$ cat config.mk
export PLATFORM = sky130hd
export DESIGN_NAME = mm_r2_modmul
export DESIGN_NICKNAME = d
export VERILOG_FILES = /design/src/rtl/mm_pkg.sv /design/src/rtl/mm_csa_row.sv /design/src/rtl/mm_sign_est.sv /design/src/rtl/mm_r2_modmul.sv
export SDC_FILE = /design/constraint.sdc
export NUM_CORES = 1
export LEC_CHECK = 0
export CAP_MARGIN = 20
export CORE_MARGIN = 2
export CORE_UTILIZATION = 37
export DETAILED_ROUTE_END_ITERATION = 8
export SLEW_MARGIN = 10
export SYNTH_ARGS = -nofsm -noshare
export SYNTH_HDL_FRONTEND = slang
export SYNTH_SLANG_ARGS = --single-unit
export TNS_END_PERCENT = 50
$ cat constraint.sdc
create_clock -name clk_i -period 5.9 [get_ports clk_i]
set_clock_uncertainty 0.15 [all_clocks]
set_input_delay 1.18 -clock clk_i [delete_from_list [all_inputs] [get_ports clk_i]]
set_output_delay 1.18 -clock clk_i [all_outputs]
set_load 0.02 [all_outputs]
$ cat src/rtl/mm_pkg.sv
package mm_pkg;
  // {first sign negative, second sign negative}
  typedef enum logic [1:0] {
    CORR_SUB4 = 2'b00,
    CORR_SUB2 = 2'b01,
    CORR_ADD1 = 2'b10,
    CORR_ADD4 = 2'b11
  } corr_e;
endpackage

$ cat src/rtl/mm_csa_row.sv
module mm_csa_row #(
  parameter int W = 12
) (
  input  logic [W-1:0] x_i,
  input  logic [W-1:0] y_i,
  input  logic [W-1:0] z_i,
  input  logic         cin_i,
  output logic [W-1:0] sum_o,
  output logic [W-1:0] carry_o
);
  assign carry_o[0] = cin_i;
  for (genvar g = 0; g < W; g++) begin : g_bit
    assign sum_o[g] = x_i[g] ^ y_i[g] ^ z_i[g];
    if (g < W - 1) begin : g_cy
      assign carry_o[g+1] = (x_i[g] & y_i[g]) | (x_i[g] & z_i[g]) | (y_i[g] & z_i[g]);
    end
  end
endmodule

$ cat src/rtl/mm_sign_est.sv
module mm_sign_est #(
  parameter int SW = 7
) (
  input  logic [SW-1:0] sum_hi_i,
  input  logic [SW-1:0] car_hi_i,
  input  logic [SW-1:0] m3_hi_i,
  output logic          neg1_o,
  output logic          neg2_o
);
  logic [SW-1:0] est1, est2;

  always_comb begin
    est1   = sum_hi_i + car_hi_i;
    neg1_o = est1[SW-1];
    est2   = neg1_o ? (est1 + m3_hi_i) : (est1 - m3_hi_i);
    neg2_o = est2[SW-1];
  end
endmodule

$ cat src/rtl/mm_r2_modmul.sv
module mm_r2_modmul
  import mm_pkg::*;
#(
  parameter int N        = 8,
  parameter int EST_DROP = N - 3
) (
  input  logic           clk_i,
  input  logic           rst_ni,
  input  logic           start_i,
  input  logic [N-1:0]   a_i,
  input  logic [N-1:0]   b_i,
  input  logic [N-1:0]   m_i,
  output logic [N+3:0]   sum_o,
  output logic [N+3:0]   carry_o,
  output logic           done_o
);
  localparam int W  = N + 4;
  localparam int SW = W - EST_DROP;
  localparam int CW = $clog2(N + 1);

  logic [N-1:0]  a_sh, b_q, m_q;
  logic [W-1:0]  s_q, c_q;
  logic [CW-1:0] cnt_q;
  logic          busy_q, done_q;

  logic [W-1:0]  s2, c2, pp, mw, corr_mag, corr;
  logic [W-1:0]  r1_s, r1_c, nxt_s, nxt_c;
  logic [SW-1:0] m3_hi;
  logic          neg1, neg2;
  corr_e         sel;

  assign s2 = s_q << 1;
  assign c2 = c_q << 1;
  assign mw = {{(W-N){1'b0}}, m_q};
  assign pp = {{(W-N){1'b0}}, b_q} & {W{a_sh[N-1]}};
  // truncated 3M built from T(M)+T(2M)
  assign m3_hi = SW'(mw >> EST_DROP) + SW'((mw << 1) >> EST_DROP);

  mm_sign_est #(.SW(SW)) u_est (
    .sum_hi_i (SW'(s2 >> EST_DROP)),
    .car_hi_i (SW'(c2 >> EST_DROP)),
    .m3_hi_i  (m3_hi),
    .neg1_o   (neg1),
    .neg2_o   (neg2)
  );

  always_comb begin
    sel = corr_e'({neg1, neg2});
    unique case (sel)
      CORR_SUB2: corr_mag = mw << 1;
      CORR_ADD1: corr_mag = mw;
      default:   corr_mag = mw << 2;
    endcase
    // first sign non-negative: subtract via inversion, +1 enters carry lsb
    corr = neg1 ? corr_mag : ~corr_mag;
  end

  mm_csa_row #(.W(W)) u_row_pp (
    .x_i(s2), .y_i(c2), .z_i(pp), .cin_i(1'b0),
    .sum_o(r1_s), .carry_o(r1_c)
  );

  mm_csa_row #(.W(W)) u_row_mod (
    .x_i(r1_s), .y_i(r1_c), .z_i(corr), .cin_i(~neg1),
    .sum_o(nxt_s), .carry_o(nxt_c)
  );

  always_ff @(posedge clk_i or negedge rst_ni) begin
    if (!rst_ni) begin
      a_sh   <= '0;
      b_q    <= '0;
      m_q    <= '0;
      s_q    <= '0;
      c_q    <= '0;
      cnt_q  <= '0;
      busy_q <= 1'b0;
      done_q <= 1'b0;
    end else if (start_i) begin
      a_sh   <= a_i;
      b_q    <= b_i;
      m_q    <= m_i;
      s_q    <= '0;
      c_q    <= '0;
      cnt_q  <= CW'(N);
      busy_q <= 1'b1;
      done_q <= 1'b0;
    end else if (busy_q) begin
      a_sh   <= a_sh << 1;
      s_q    <= nxt_s;
      c_q    <= nxt_c;
      cnt_q  <= cnt_q - 1'b1;
      busy_q <= (cnt_q != CW'(1));
      done_q <= (cnt_q == CW'(1));
    end else begin
      done_q <= 1'b0;
    end
  end

  assign sum_o   = s_q;
  assign carry_o = c_q;
  assign done_o  = done_q;

  // checks
  logic [W-1:0]          tot;
  logic signed [W+1:0]   val_x, mx, lim;
  logic [W-1:0]          tot2;
  assign tot   = s_q + c_q;
  assign tot2  = s2 + c2;
  assign val_x = {{2{tot[W-1]}}, tot};
  assign mx    = {{(W+2-N){1'b0}}, m_q};
  assign lim   = mx + (mx <<< 1);

  p_start_clear_r1: assert property (@(posedge clk_i) disable iff (!rst_ni)
    start_i |=> (s_q == '0) && (c_q == '0) && busy_q);

  p_done_pulse_r2: assert property (@(posedge clk_i) disable iff (!rst_ni)
    done_q |=> !done_q);

  p_done_idle_r2: assert property (@(posedge clk_i) disable iff (!rst_ni)
    done_q |-> !busy_q);

  p_range_r3: assert property (@(posedge clk_i) disable iff (!rst_ni)
    ((busy_q || done_q) && m_q[N-1]) |-> ((val_x > -lim) && (val_x < lim)));

  p_est_sound_r3: assert property (@(posedge clk_i) disable iff (!rst_ni)
    (busy_q && !neg1) |-> !tot2[W-1]);

  p_hold_r6: assert property (@(posedge clk_i) disable iff (!rst_ni)
    (!busy_q && !start_i) |=> ($stable(s_q) && $stable(c_q)));
endmodule

==> reports/qor_table.md <==
| Result | Value |
| --- | --- |
| TritonCTS clock tree | done |
| Area overhead of the layout relative to synthesis | 20.4% |
| Drt first pass iters | 4 |
| Die outline area | 0.0105 mm^2 |
| Clock-pin slew on the worst setup and hold paths | 0.11 ns |
| Vias | 2,550 |
| CP Data Required Time | 5.94 ns |
| Adder and majority gate portion of the synthesized area | 18.9% |
| Fraction of power consumed by combinational cells | 69.3% |
| Clock share of power | 9.7% |
| Aggregate negative setup slack | 0 ns |
| Tmin final | 5.13 ns |
| Die extent in x | 102 um |
| Number of buffers created by CTS | 5 |
| Critical Path Start Type | register |
| Number of buffers inserted for hold repair after clock tree synthesis | 0 |
| Class of the tightest hold or removal check | reg2reg |
| Final setup violation count | 0 |
| Crit path arrival time | 5.17 ns |
| Maximum frequency from static timing analysis | 195 MHz |
| Number of synthesized flops with an enable pin | 0 |
| Unrepaired setup endpoints after global routing | false |
| Cell area after synthesis | 0.00359 mm^2 |
| Number of buffer cells added on primary ports | 51 |
| Clock latency of the later-clocked register in the worst-skew pair | 0.32 ns |
| Period utilization | 86.9% |
| Number of H-tree levels | 2 |
| Worst ir drop on vdd | 0.403 mV |
| Wirelength, routed | 7640 um |
| Total of max-cap violations | 0 |
| Pins over their slew limit | 0 |
| RePlAce Congestion | 0.867 |
| Compound-cell area share of the yosys netlist | 11.0% |
| Top FF cell, synth | sky130_fd_sc_hd__dfrtp_1 |
| Routed wirelength normalized by instance count | 15.0 um |
| Highest fanout seen on the critical path | 14 |
| Final #Nets | 447 |
| Switch share | 45.9% |
| FF+latch area | 0.00135 mm^2 |
| Number of warnings issued by yosys | 0 |
| Pin count of the biggest net entering global routing | 64 |
| Synthesized flop and latch total | 54 |
| Synthesized-area fraction occupied by and/or/nand/nor cells | 9.60% |
| Initial DRC count | 112 |
| Wire length of the first global-routing pass | 12,900 um |
| Number of instances resized during post-cts repair | 0 |
| Run status | finished clean |
| Gr usage total | 15.8% |
| Power density normalized to cell area | 642 mW/mm^2 |
| Synthesized area divided by synthesized cell count | 10.7 um^2 |
| Diodes inserted | 0 |
| Post-synthesis xor/xnor area fraction | 6.56% |
| Core utilization of the finished layout | 46.3% |
| Top Ports | 52 |
| Count of fill cells added during filler insertion | 917 |
| Via count of the first global-routing pass | 2,589 |
| Final worst slack | 0.772 ns |
| DRT antenna net count | 0 |
| Starting Density | 38.4% |
| Sort of element at the end of the critical path | register |
| Synthesized instance count | 335 |
| Share of power burned in registers | 21.0% |
| Cell row count | 35 |
| Worst slew margin relative to its limit | 30.1% |
| Register area share after synthesis | 37.7% |
| Power spent charging and discharging nets | 1.27 mW |
| Leak Pwr | 2.03 nW |
| Proportion of register bits with asynchronous set or reset after synthesis | 100% |
| Multiplexer area fraction after synthesis | 12.5% |
| Setup repair bufs after CTS | 0 |
| Core region area | 0.00933 mm^2 |
| Worst slack at placement | 0.820 ns |
| Area taken by multi-input logic gates | 0.00210 mm^2 |
| Number of antenna violations at the first check in global routing | 0 |
| Crit Path Category | reg2reg |
| Cell-internal power | 1.50 mW |
| DRC violations left | 0 |
| Dominant combinational cell family by area after synthesis | adder cells |
| Overflow left after global routing | 0 |
| Average vias per placed instance | 5.02 |
| Root buffer cell | sky130_fd_sc_hd__clkbuf_8 |
| Final hold viol count | 0 |
| Layout cell share with drive strength beyond 1 | 9.76% |
| Sink Count | 54 |
| DIE HEIGHT | 102 um |
| Unique cell type count in the Yosys netlist | 42 |
| Transition at the pin with the smallest max-transition slack | 1.05 ns |
| Detail Placement HPWL | 5570 um |
| Max clock buf depth | 2 |
| Net Count, Synth | 404 |
-- power by group through the flow --
stage               clock [mW]  sequential [mW]  combinational (mW)
global route             0.293            0.602                2.19
finish                   0.268            0.582                1.92
CTS                      0.278            0.585                1.94
detailed placement           0            0.592                1.92
global placement             0            0.591                1.88
floorplan                    0            0.615                1.38
-- critical path, stage by stage, from the launching register on --
cell and delay [ns]:
sky130_fd_sc_hd__dfrtp_1 0.45, sky130_fd_sc_hd__ha_1 0.25, sky130_fd_sc_hd__fa_1 0.46, sky130_fd_sc_hd__a21oi_2 0.24
sky130_fd_sc_hd__o31ai_4 0.11, sky130_fd_sc_hd__xor2_2 0.21, sky130_fd_sc_hd__buf_4 0.27, sky130_fd_sc_hd__o211ai_1 0.12
sky130_fd_sc_hd__o211ai_1 0.13, sky130_fd_sc_hd__ha_1 0.27, sky130_fd_sc_hd__a21o_1 0.18, sky130_fd_sc_hd__a211oi_1 0.24
sky130_fd_sc_hd__buf_4 0.20, sky130_fd_sc_hd__xnor2_1 0.09, sky130_fd_sc_hd__ha_1 0.52, sky130_fd_sc_hd__nor2_1 0.09
sky130_fd_sc_hd__a21oi_1 0.16, sky130_fd_sc_hd__xnor2_1 0.15, sky130_fd_sc_hd__fa_1 0.48, sky130_fd_sc_hd__mux2i_1 0.15
sky130_fd_sc_hd__nor2_1 0.05
-- per-layer routing --
layer | wire, um | part of all wire, % | vias to the layer above | GRT usage, %
met4 | 104 | 1.4 | 0 | 4.31
met3 | 360 | 4.7 | 6 | 2.39
met1 | 3600 | 47 | 1252 | 22.5
met2 | 3570 | 47 | 57 | 25.2
li1 | - | - | 1235 | -
met5 | 0 | 0 | - | 0
-- registers in the layout, summed over array words and instances, names as in the netlist --
register  count
carry_o      12
cnt_q         4
sum_o        12
busy_q        1
a_sh          8
done_o        1
b_q           8
m_q           8
-- through the flow --
| stage | power, mW | area, um^2 | instances | hold WS [ns] |
|---|---|---|---|---|
| floorplan | 1.99 | 3590 | 335 | 0.322 |
| global placement | 2.47 | 4200 | 500 | 0.337 |
| detailed placement | 2.52 | 4200 | 500 | 0.342 |
| CTS | 2.80 | 4320 | 508 | 0.367 |
| global route | 3.08 | 4320 | 508 | 0.383 |
| finish | 2.77 | 4320 | 508 | 0.365 |
-- path summary, 6_finish.rpt --
check / startpoint / endpoint / slack (ns) / cells past startpoint
setup reg to reg: sum_o[4] / sum_o[6] / 0.77 / 20
hold / removal: b_q[2] / b_q[2] / 0.36 / 1
max in group asynchronous: rst_ni / busy_q / 4.26 / 2
setup / recovery: sum_o[4] / sum_o[6] / 0.77 / 20
hold reg to reg: b_q[2] / b_q[2] / 0.36 / 1
min in group asynchronous: rst_ni / m_q[7] / 0.81 / 2
-- cells by family (layout without fill, tap and decap cells) --
kind of cell / Yosys count / count (layout)
flops: 54 / 54
xor+xnor: 26 / 26
fa+ha+maj: 43 / 43
simple gates: 76 / 76
buf+inv: 33 / 77
compound gates: 60 / 60
mux: 43 / 43
-- synthesized netlist by cell type (2+ instances only) --
| library cell | number | area share, % |
|---|---|---|
| sky130_fd_sc_hd__nand3_1 | 3 | 0.42 |
| sky130_fd_sc_hd__mux2_2 | 15 | 4.7 |
| sky130_fd_sc_hd__inv_1 | 13 | 1.4 |
| sky130_fd_sc_hd__mux2i_1 | 28 | 7.8 |
| sky130_fd_sc_hd__nor2_1 | 37 | 3.9 |
| sky130_fd_sc_hd__a22oi_1 | 7 | 1.5 |
| sky130_fd_sc_hd__a21o_1 | 3 | 0.63 |
| sky130_fd_sc_hd__o21ai_0 | 15 | 2.1 |
| sky130_fd_sc_hd__a31oi_1 | 2 | 0.35 |
| sky130_fd_sc_hd__o211ai_1 | 4 | 0.84 |
| sky130_fd_sc_hd__nand2b_1 | 4 | 0.70 |
| sky130_fd_sc_hd__xor2_1 | 7 | 1.7 |
| sky130_fd_sc_hd__fa_1 | 19 | 11 |
| sky130_fd_sc_hd__ha_1 | 23 | 8.0 |
| sky130_fd_sc_hd__a21oi_1 | 15 | 2.1 |
| sky130_fd_sc_hd__clkbuf_1 | 12 | 1.3 |
| sky130_fd_sc_hd__buf_1 | 5 | 0.52 |
| sky130_fd_sc_hd__dfrtp_1 | 54 | 38 |
| sky130_fd_sc_hd__nand2_1 | 17 | 1.8 |
| sky130_fd_sc_hd__a211oi_1 | 5 | 1.0 |
| sky130_fd_sc_hd__o211a_1 | 2 | 0.56 |
| sky130_fd_sc_hd__and2_1 | 8 | 1.4 |
| sky130_fd_sc_hd__xnor2_1 | 18 | 4.4 |
-- cells in the final DEF, fill, tap and decap left out, types with 2 or more instances in the layout --
| cell | count |
|---|---|
| sky130_fd_sc_hd__fa_1 | 19 |
| sky130_fd_sc_hd__ha_1 | 23 |
| sky130_fd_sc_hd__o211a_1 | 2 |
| sky130_fd_sc_hd__clkdlybuf4s50_1 | 49 |
| sky130_fd_sc_hd__a211oi_1 | 5 |
| sky130_fd_sc_hd__dfrtp_1 | 53 |
| sky130_fd_sc_hd__xnor2_1 | 18 |
| sky130_fd_sc_hd__nor2_1 | 37 |
| sky130_fd_sc_hd__a22oi_1 | 7 |
| sky130_fd_sc_hd__xor2_1 | 7 |
| sky130_fd_sc_hd__o211ai_1 | 4 |
| sky130_fd_sc_hd__a31oi_1 | 2 |
| sky130_fd_sc_hd__nand3_1 | 3 |
| sky130_fd_sc_hd__mux2i_1 | 28 |
| sky130_fd_sc_hd__buf_2 | 2 |
| sky130_fd_sc_hd__nand2b_1 | 4 |
| sky130_fd_sc_hd__buf_4 | 4 |
| sky130_fd_sc_hd__inv_1 | 13 |
| sky130_fd_sc_hd__and2_1 | 8 |
| sky130_fd_sc_hd__mux2_2 | 15 |
| sky130_fd_sc_hd__nand2_1 | 17 |
| sky130_fd_sc_hd__a21o_1 | 3 |
| sky130_fd_sc_hd__a21oi_1 | 15 |
| sky130_fd_sc_hd__o21ai_0 | 15 |
| sky130_fd_sc_hd__clkbuf_8 | 5 |
-- layout make-up --
class                      count  share of cell area [%]
inverter                      14                    1.22
tap                          129                    3.74
clock buffer                   5                    1.59
timing repair buffer          55                    12.3
sequential                    54                    31.3
clock inverter                 3                    1.13
multi-input combinational    248                    48.7
No activity file was read; power rests on OpenSTA's default activity.
